===== src/rtl/rtc_cal_pkg.sv =====
package rtc_cal_pkg;

   localparam int FRZ_BIT = 6;
   localparam int LDE_BIT = 7;

   typedef struct packed {
      logic [7:0] cent;
      logic [7:0] year;
      logic [7:0] month;
      logic [7:0] date;
      logic [7:0] dow;
      logic [7:0] hour;
      logic [7:0] min;
      logic [7:0] sec;
   } rtc_time_t;

   typedef enum logic [3:0] {
      FLD_NONE, FLD_CTRL, FLD_SEC, FLD_MIN, FLD_HOUR,
      FLD_DOW, FLD_DATE, FLD_MONTH, FLD_YEAR, FLD_CENT
   } rtc_field_e;

   localparam rtc_time_t RTC_RESET_TIME = '{
      cent: 8'h20, year: 8'h00, month: 8'h01, date: 8'h01,
      dow: 8'h01, hour: 8'h00, min: 8'h00, sec: 8'h00};

   // next packed-BCD value, decimal carry from ones into tens
   function automatic logic [7:0] bcd_step(input logic [7:0] v);
      if (v[3:0] >= 4'd9) return {v[7:4] + 4'd1, 4'd0};
      else                return {v[7:4], v[3:0] + 4'd1};
   endfunction

   // last valid date of a month; tens*10 mod 4 equals (tens mod 2)*2
   function automatic logic [7:0] month_last_day(input logic [7:0] mon,
                                                 input logic [7:0] yr);
      logic [1:0] rem4;
      rem4 = {yr[4], 1'b0} + yr[1:0];
      case (mon)
         8'h02: return (rem4 == 2'd0) ? 8'h29 : 8'h28;
         8'h04, 8'h06, 8'h09, 8'h11: return 8'h30;
         default: return 8'h31;
      endcase
   endfunction

endpackage


===== src/rtl/rtc_tick_div.sv =====
module rtc_tick_div #(
   parameter int DIV = 4
) (
   input  logic clk,
   input  logic rst_n,
   input  logic tick,
   input  logic restart,
   output logic step
);
   if (DIV < 1) begin : g_bad_div
      $error("rtc_tick_div: DIV must be at least 1");
   end

   if (DIV == 1) begin : g_direct
      assign step = tick & ~restart;
   end else begin : g_count
      localparam int CW = $clog2(DIV);
      localparam logic [CW-1:0] LAST = CW'(DIV - 1);
      logic [CW-1:0] cnt;

      assign step = tick && !restart && (cnt == LAST);

      always_ff @(posedge clk) begin
         if (!rst_n)        cnt <= '0;
         else if (restart)  cnt <= '0;
         else if (tick)     cnt <= (cnt == LAST) ? '0 : cnt + 1'b1;
      end


      div_restart_chk: assert property (@(posedge clk) disable iff (!rst_n)
         restart |=> (cnt == '0));

      div_hold_chk: assert property (@(posedge clk) disable iff (!rst_n)
         (!tick && !restart) |=> $stable(cnt));
   end
endmodule


===== src/rtl/rtc_time_core.sv =====
module rtc_time_core
   import rtc_cal_pkg::*;
(
   input  logic      clk,
   input  logic      rst_n,
   input  logic      step,
   input  logic      load,
   input  rtc_time_t load_val,
   output rtc_time_t now
);
   rtc_time_t nxt;
   logic sec_c, min_c, hr_c, day_c, mon_c, yr_c;

   always_comb begin
      nxt   = now;
      sec_c = (now.sec == 8'h59);
      min_c = sec_c && (now.min == 8'h59);
      hr_c  = min_c && (now.hour == 8'h23);
      day_c = hr_c  && (now.date == month_last_day(now.month, now.year));
      mon_c = day_c && (now.month == 8'h12);
      yr_c  = mon_c && (now.year == 8'h99);

      nxt.sec = sec_c ? 8'h00 : bcd_step(now.sec);
      if (sec_c) nxt.min  = min_c ? 8'h00 : bcd_step(now.min);
      if (min_c) nxt.hour = hr_c  ? 8'h00 : bcd_step(now.hour);
      if (hr_c) begin
         nxt.dow  = (now.dow == 8'h07) ? 8'h01 : bcd_step(now.dow);
         nxt.date = day_c ? 8'h01 : bcd_step(now.date);
      end
      if (day_c) nxt.month = mon_c ? 8'h01 : bcd_step(now.month);
      if (mon_c) nxt.year  = yr_c  ? 8'h00 : bcd_step(now.year);
      if (yr_c)  nxt.cent  = (now.cent == 8'h99) ? 8'h00 : bcd_step(now.cent);
   end

   always_ff @(posedge clk) begin
      if (!rst_n)     now <= RTC_RESET_TIME;
      else if (load)  now <= load_val;
      else if (step)  now <= nxt;
   end


   sec_wrap_chk: assert property (@(posedge clk) disable iff (!rst_n)
      (step && !load && now.sec == 8'h59) |=> (now.sec == 8'h00));

   dow_wrap_chk: assert property (@(posedge clk) disable iff (!rst_n)
      (step && !load && now.dow == 8'h07 && now.hour == 8'h23 &&
       now.min == 8'h59 && now.sec == 8'h59) |=> (now.dow == 8'h01));

   load_take_chk: assert property (@(posedge clk) disable iff (!rst_n)
      load |=> (now == $past(load_val)));
endmodule


===== src/rtl/rtc_addr_map.sv =====
module rtc_addr_map
   import rtc_cal_pkg::*;
#(
   parameter int ADDR_W = 15
) (
   input  logic [ADDR_W-1:0] addr,
   output rtc_field_e        fld
);
   localparam int unsigned TOP = (1 << ADDR_W) - 1;
   localparam logic [ADDR_W-1:0] CENT_ADDR = ADDR_W'(TOP - 14);

   always_comb begin
      fld = FLD_NONE;
      if (&addr[ADDR_W-1:3]) begin
         case (addr[2:0])
            3'd0: fld = FLD_CTRL;
            3'd1: fld = FLD_SEC;
            3'd2: fld = FLD_MIN;
            3'd3: fld = FLD_HOUR;
            3'd4: fld = FLD_DOW;
            3'd5: fld = FLD_DATE;
            3'd6: fld = FLD_MONTH;
            default: fld = FLD_YEAR;
         endcase
      end else if (addr == CENT_ADDR) begin
         fld = FLD_CENT;
      end
   end
endmodule


===== src/rtl/rtc_calendar.sv =====
module rtc_calendar
   import rtc_cal_pkg::*;
#(
   parameter int ADDR_W   = 15,
   parameter int TICK_DIV = 4
) (
   input  logic              clk,
   input  logic              rst_n,
   input  logic              sec_tick,
   input  logic              bus_sel,
   input  logic              bus_wr,
   input  logic [ADDR_W-1:0] bus_addr,
   input  logic [7:0]        bus_wdata,
   output logic [7:0]        bus_rdata
);
   if (ADDR_W < 4 || ADDR_W > 24) begin : g_bad_addr
      $error("rtc_calendar: ADDR_W must lie in 4..24");
   end

   rtc_field_e fld;
   rtc_time_t  live, shadow, view;
   logic frz_q, lde_q, hold;
   logic ctrl_wr, commit, time_wr, step;

   rtc_addr_map #(.ADDR_W(ADDR_W)) u_map (.addr(bus_addr), .fld(fld));

   assign hold    = frz_q | lde_q;
   assign ctrl_wr = bus_sel && bus_wr && (fld == FLD_CTRL);
   assign commit  = ctrl_wr && lde_q && !bus_wdata[LDE_BIT];
   assign time_wr = bus_sel && bus_wr && lde_q &&
                    (fld != FLD_NONE) && (fld != FLD_CTRL);

   rtc_tick_div #(.DIV(TICK_DIV)) u_div (
      .clk(clk), .rst_n(rst_n), .tick(sec_tick), .restart(commit), .step(step));

   rtc_time_core u_core (
      .clk(clk), .rst_n(rst_n), .step(step), .load(commit),
      .load_val(shadow), .now(live));

   always_ff @(posedge clk) begin
      if (!rst_n) begin
         frz_q <= 1'b0;
         lde_q <= 1'b0;
      end else if (ctrl_wr) begin
         frz_q <= bus_wdata[FRZ_BIT];
         lde_q <= bus_wdata[LDE_BIT];
      end
   end

   always_ff @(posedge clk) begin
      if (!rst_n) shadow <= RTC_RESET_TIME;
      else if (!hold) shadow <= live;
      else if (time_wr) begin
         case (fld)
            FLD_SEC:   shadow.sec   <= bus_wdata;
            FLD_MIN:   shadow.min   <= bus_wdata;
            FLD_HOUR:  shadow.hour  <= bus_wdata;
            FLD_DOW:   shadow.dow   <= bus_wdata;
            FLD_DATE:  shadow.date  <= bus_wdata;
            FLD_MONTH: shadow.month <= bus_wdata;
            FLD_YEAR:  shadow.year  <= bus_wdata;
            FLD_CENT:  shadow.cent  <= bus_wdata;
            default:   ;
         endcase
      end
   end

   assign view = hold ? shadow : live;

   always_comb begin
      bus_rdata = 8'h00;
      if (bus_sel) begin
         case (fld)
            FLD_CTRL:  bus_rdata = {lde_q, frz_q, 6'b0};
            FLD_SEC:   bus_rdata = view.sec;
            FLD_MIN:   bus_rdata = view.min;
            FLD_HOUR:  bus_rdata = view.hour;
            FLD_DOW:   bus_rdata = view.dow;
            FLD_DATE:  bus_rdata = view.date;
            FLD_MONTH: bus_rdata = view.month;
            FLD_YEAR:  bus_rdata = view.year;
            FLD_CENT:  bus_rdata = view.cent;
            default:   bus_rdata = 8'h00;
         endcase
      end
   end


   freeze_hold_chk: assert property (@(posedge clk) disable iff (!rst_n)
      (frz_q && !lde_q) |=> $stable(shadow));

   count_runs_chk: assert property (@(posedge clk) disable iff (!rst_n)
      (lde_q && step) |=> (live != $past(live)));

   commit_copy_chk: assert property (@(posedge clk) disable iff (!rst_n)
      commit |=> (live == $past(shadow)));

   idle_write_chk: assert property (@(posedge clk) disable iff (!rst_n)
      (bus_sel && bus_wr && !lde_q && frz_q && fld != FLD_CTRL) |=> $stable(shadow));
endmodule


===== config.mk =====
export PLATFORM = sky130hd
export DESIGN_NAME = rtc_calendar
export DESIGN_NICKNAME = d
export VERILOG_FILES = /design/src/rtl/rtc_cal_pkg.sv /design/src/rtl/rtc_tick_div.sv /design/src/rtl/rtc_time_core.sv /design/src/rtl/rtc_addr_map.sv /design/src/rtl/rtc_calendar.sv
export SDC_FILE = /design/constraint.sdc
export NUM_CORES = 1
export LEC_CHECK = 0
export BUFFER_PORTS_ARGS = -buffer_cell sky130_fd_sc_hd__buf_4
export CORE_MARGIN = 2
export CORE_UTILIZATION = 55
export DETAILED_ROUTE_END_ITERATION = 7
export PLACE_DENSITY = 0.71
export RECOVER_POWER = 25
export SETUP_SLACK_MARGIN = 0.05
export SYNTH_ARGS = -nofsm -noshare
export SYNTH_HDL_FRONTEND = slang
export SYNTH_HIERARCHICAL = 1
export SYNTH_SLANG_ARGS = --single-unit

===== constraint.sdc =====
create_clock -name clk -period 5.3 [get_ports clk]
set_input_delay 0.795 -clock clk [delete_from_list [all_inputs] [get_ports clk]]
set_output_delay 0.795 -clock clk [all_outputs]
set_load 0.02 [all_outputs]

=== Yosys cells after proc, flatten, opt, wreduce, memory -nomap -nowiden ===
Index checks and enable logic that the tools add are counted.

* Register bits: 132
* Input port bits: 28

* Add/subtract/negate cells: 18
* $lt $le $gt $ge: 8
* Equal/unequal tests: 40
* Multiplexer cells: 43
* Bitwise operators: 2
* Reduce and logical (&&, ||, !) cells: 59

{| class="wikitable"
|+ Operators by type and width
! cell !! number
|-
| two-way mux 64 bit || 5
|-
| two-way mux 8 bit || 30
|-
| case mux 8 bit (9 select lines) || 1
|-
| adder 4 x 1 -> 4 bit, second input constant || 16
|-
| greater-or-equal comparator 4 bit, second input constant || 8
|-
| AND reduction 2 bit || 15
|-
| case mux 4 bit (7 select lines) || 1
|-
| == test 8 x 3 -> 1 bit, second input constant || 3
|-
| nonzero test 3 bit || 8
|-
| AND reduction 3 bit || 7
|-
| inequality test 2 x 1 -> 1 bit, second input constant || 9
|-
| == test 4 x 3 -> 1 bit, second input constant || 4
|-
| == test 8 x 5 -> 1 bit, second input constant || 2
|-
| == test 8 x 7 -> 1 bit, second input constant || 2
|-
| == test 8 bit, second input constant || 2
|-
| two-way mux 16 bit || 1
|-
| case mux 8 bit (2 select lines) || 1
|-
| == test 15 bit, second input constant || 1
|-
| logical AND 1 bit || 14
|-
| nonzero test 2 bit || 7
|-
| AND reduction 12 bit || 1
|-
| == test 3 bit, second input constant || 3
|-
| == test 4 x 2 -> 1 bit, second input constant || 2
|-
| == test 4 bit, second input constant || 2
|-
| 22 further kinds || 25
|}

=== Depth between registers and ports, before layout ===
* Word-level depth: 12
* Gate-level depth with buffers: 17
* Mapped depth without buffers: 15

=== Cells and area by module ===
Netlist, hierarchy kept.

{| class="wikitable"
|+ Modules (own cells, without submodules)
! module !! instances !! cells an instance !! area an instance (µm²)
|-
| rtc_time_core || 1 || 595 || 4513.1
|-
| rtc_calendar || 1 || 492 || 4281.6
|-
| rtc_addr_map || 1 || 26 || 178.9
|-
| rtc_tick_div || 1 || 10 || 105.1
|}

=== Worst setup path before layout ===
No wires, ideal clock.

* Kind: input port to flip-flop
* Start point: input bus_addr[1]
* End point: register u_core/now[52] (netlist bit)
* Setup time: 0.115 ns
* Arrival: 4.022 ns
* Data required time: 5.185 ns
* Slack: 1.163 ns
* Cell stages on the path: 17
* Path buffers: 3
* Cells stage by stage: inv_1 > ha_1 > nor3b_1 > nor2_1 > nor3_1 > buf_2 > nor2b_1 > nand4_1 > nor3b_1 > and3b_1 > clkbuf_1 > inv_1 > nor2_1 > and4_1 > buf_2 > a32o_1 > o21a_1

* Longest elaborated chain between the ends: 12

{| class="wikitable"
|+ RTL lines
! item !! line !! source
|-
| start: declaration || rtc_calendar.sv:12 || <nowiki>input logic [ADDR_W-1:0] bus_addr,</nowiki>
|-
| == test 3 bit, or another cell as far along || rtc_addr_map.sv:15 || <nowiki>case (addr[2:0])</nowiki>
|-
| case mux 4 bit (7 select lines) / two-way mux 4 bit (equally long branches) || rtc_addr_map.sv:15, rtc_addr_map.sv:25 ||
|-
| two-way mux 4 bit (*) || rtc_addr_map.sv:14 || <nowiki>if (&addr[ADDR_W-1:3]) begin</nowiki>
|-
| via fld[0] || rtc_calendar.sv:20 || <nowiki>rtc_field_e fld;</nowiki>
|-
| == test 4 x 1 -> 1 bit (*) || rtc_calendar.sv:28 || <nowiki>assign ctrl_wr = bus_sel && bus_wr && (fld == FLD_CTRL);</nowiki>
|-
| logical AND 1 bit (*) || rtc_calendar.sv:28 ||
|-
| logical AND 1 bit (*) (2 in a row) || rtc_calendar.sv:29 || <nowiki>assign commit = ctrl_wr && lde_q && !bus_wdata[LDE_BIT];</nowiki>
|-
| via commit || rtc_calendar.sv:23 || <nowiki>logic ctrl_wr, commit, time_wr, step;</nowiki>
|-
| zero test 1 bit (*) || rtc_tick_div.sv:21 || <nowiki>assign step = tick && !restart && (cnt == LAST);</nowiki>
|-
| logical AND 1 bit (*) (2 in a row) || rtc_tick_div.sv:21 ||
|-
| via step || rtc_calendar.sv:23 ||
|-
| nonzero test 2 bit (no source line) (*) || -- ||
|-
| AND reduction 3 bit (no source line) (*) || -- ||
|-
| end signal: assignment || rtc_time_core.sv:37 || <nowiki>else if (load) now <= load_val;</nowiki>
|-
| end signal: assignment || rtc_time_core.sv:38 || <nowiki>else if (step) now <= nxt;</nowiki>
|-
| end: declaration || rtc_time_core.sv:9 || <nowiki>output rtc_time_t now</nowiki>
|}

The timed path passes the listed nets; every way through them passes the cells marked *.
A chain may end at the register's enable or synchronous reset.

=== Worst setup path after layout ===
* Start point: input bus_addr[1]
* End point: output bus_rdata[3]

* Longest elaborated chain between the ends: 6

{| class="wikitable"
|+ RTL lines
! item !! line !! source
|-
| == test 3 bit, or another cell as far along || rtc_addr_map.sv:15 ||
|-
| case mux 4 bit (7 select lines) / two-way mux 4 bit (equally long branches) || rtc_addr_map.sv:15, rtc_addr_map.sv:25 ||
|-
| two-way mux 4 bit (*) || rtc_addr_map.sv:14 ||
|-
| via fld[0] || rtc_calendar.sv:20 ||
|-
| == test 4 bit, or another cell as far along || rtc_calendar.sv:73 || <nowiki>case (fld)</nowiki>
|-
| case mux 8 bit (9 select lines) (*) || rtc_calendar.sv:73 ||
|-
| two-way mux 8 bit (*) || rtc_calendar.sv:72 || <nowiki>if (bus_sel) begin</nowiki>
|-
| end: declaration || rtc_calendar.sv:14 || <nowiki>output logic [7:0] bus_rdata</nowiki>
|}

Marked as above.

==> metrics.txt <==
cells on worst reg2reg path=6; Hold Path Origin=shadow[13]; Initial Util=0.567; most frequent CP cell=clkbuf_1; Wirelength per Cell=21.8 microns; syn avg cell area=8.08 sq um; Mapped Area=9080 sq um; DR iter-0 viols=~1,200; WHS Endpoint=shadow[13]; Least-Margin Pin Slew=1430 ps; worst path cell trace=clkbuf_1 -> inv_1 -> ha_1 -> nor4b_1 -> nor3_1 -> clkbuf_1 -> or4b_1 -> o22a_1 -> a41oi_1 -> buf_4; slowest stage delay, CP=930 ps; Post-CTS Resized=0; Critical Path AT=roughly 3800 ps; DRC=0; largest area contributor in the netlist=dfxtp_1; vias in the first global route=~8,000; hold path depth=2; die area=~18,000 sq um; Post-synth ARST share=0; Area Growth Syn to Fin=8.92%; end of the worst register-to-register path=u_core/now[56]; CTS Sinks=roughly 130; status=complete, no violations; DPL Wire Length=between 15,000 and 20,000 microns; crit path capture type=output port; cell with the most instances after synthesis=dfxtp_1; ant diodes=0; DR pass1 iterations=7; Post-layout nets=1,192; cts hold-fix bufs=0; largest net degree at the start of global routing=63; RSZ-0062 raised after global routing=no; Syn Inst Count=between 1,000 and 1,500; GR Overflow Total=0; IO Count=36; die height=around 130 microns; Synth Register Bits=~130; Global Route Usage Sum=0.325; Final period util=0.875; setup bufs post-CTS=0; Detail Route Antenna Nets=0; Via density=6.73; routed vias=9,037; Worst Path Required=4510 ps; cell class contributing the biggest share of worst-path delay=simple AND/OR/NAND/NOR gates; DRT Wirelength=between 20,000 and 30,000 microns; routability cong.=0.940; final setup fails=0; Multi-input gate area=5900 sq um; TritonCTS clock tree=yes; Final Skew=9.25 ps; Final Hold Viols=0; slowest CP cell=or4b_1; Clock transition at path regs=60 ps; static leakage=0.00357 uW; pwr dens=215 nW/um^2; Reg2Reg Launch Point=u_core/now[46]; r2r setup slk=between 1500 and 2000 ps; Root Driver=clkbuf_16; Die Width=132 microns; Total Neg Setup Slack=0 ps; yosys warns=6; Area contributors post-synth=dfxtp_1 (29%), mux2i_1 (10%), ha_1 (6.5%); Startpoint Class=input port; Worst VDD drop=0.239 mV; max_cap viols=0; antenna violations before repair=0; type of the worst min-delay path=reg2reg; final slew viol count=0; CTS Buf Count=17; FILL cells=1,471; number of flops mapped to enable cells by yosys=0; Skew-Pair Late Insertion Delay=about 430 ps; Synth Flop Type=dfxtp_1; first-pass GRT wire length=45,500 microns; share of the synthesized area in the top cell type=0.291; Worst Path Buf+Inv=4; FP Rows=46; CP Class=in2out; sequential-to-total area share from yosys stat=0.291; flip-flop and latch area=2640 sq um; Clock Path Buffers=2; minimum clock period after layout=4640 ps; max_slew headroom=0.0399; layout cell share with drive strength beyond 1=0.0950; Yosys cell types=84; CP max FO=17; core region area=around 16,000 sq um; fmax=216 MHz; H-tree levels=4; port bufs=35; Core Util, Final=0.618; Commonest cells post-synth=dfxtp_1 (132), nor2_1 (129), mux2i_1 (91); Syn Nets=1,198
## sequential cells by signal, summed over array words and instances, names as in the netlist
| name | cells |
|---|---|
| lde_q | 1 |
| frz_q | 1 |
| u_core/now | 64 |
| shadow | 64 |
| u_div/g_count.cnt | 2 |
## worst max path at each step
stage / startpoint / slack (ps) / cells after the start / endpoint
5_1_grt: bus_addr[1] / 480 / 17 / u_core/now[30]
6_report: bus_addr[1] / 660 / 10 / bus_rdata[3]
4_1_cts: bus_addr[13] / 780 / 8 / bus_rdata[1]
3_5_place_dp: bus_addr[13] / 790 / 8 / bus_rdata[1]
2_1_floorplan: bus_addr[1] / 1160 / 17 / u_core/now[52]
3_3_place_gp: bus_addr[13] / 880 / 8 / bus_rdata[3]
## cells in the final DEF (no fill, tap or decap), types with 6 or more instances in the layout
cell type  count
a41oi_1        6
o211ai_1      16
nand3_1       37
a221oi_1       7
a22oi_1       15
clkbuf_16     17
nor3_1        32
nand2b_1       9
o21ai_1        6
nor3b_1        8
a21oi_1       60
inv_1         42
o31ai_1       15
nor4_1        12
o21ai_0       53
o22a_1        25
a211oi_1      66
nand2_1       74
a311oi_1      13
buf_4         53
ha_1          47
nand4_1       11
mux2i_1       91
nor2_1       129
a31oi_1       13
or3b_2         8
dfxtp_1      132
nor2b_1        7
## logic make-up (layout without fill, tap and decap cells)
family	after synthesis	after routing	synth area share
XOR/XNOR	7	7	0.00675
flip-flops	132	132	0.291
AND/OR/NAND/NOR	377	377	0.214
buffers and inverters	124	127	0.0551
adder cells (fa/ha/maj)	47	47	0.0648
AO/OA/AOI/OAI	344	344	0.266
multiplexers	92	92	0.102
## layout make-up
type                       instances  share of cell area
inverter                          44              0.0167
multi-input combinational        867               0.596
clock inverter                     6             0.00329
tap                              216              0.0273
sequential                       132               0.267
clock buffer                      22              0.0480
timing repair buffer              55              0.0410
## where the power goes
group / switching, uW / internal (uW)
Clock: 438 / 619
Combinational: 50.8 / 22.7
Sequential: 1.12 / 994
Total: 490 / 1640
## tightest hold or removal path, delay by kind of cell (launching register included)
family           cells  cell delay (ps)
flip-flops           1              320
AND/OR/NAND/NOR      1               70
AO/OA/AOI/OAI        1               50
## metal layers
metal,vias to the layer above,GRT usage,part of all wire
li1,4186,-,-
met4,0,0.127,0.036
met3,75,0.0582,0.092
met5,-,0,0
met2,489,0.481,0.43
met1,4287,0.468,0.44
## metrics by stage
stage | std cells | hold slack (ps) | power (uW) | worst slack [ps] | cell area [sq um]
after floorplan | 1123 | 456 | 1050 | 1160 | 9080
after global placement | 1314 | 467 | 1090 | 879 | 9440
after detailed placement | 1314 | 475 | 1090 | 786 | 9440
after CTS | 1342 | 483 | 2130 | 781 | 9950
after global routing | 1342 | 519 | 2170 | 484 | 9890
final | 1342 | 490 | 2130 | 661 | 9890
Power figures use the tool's default switching activity.
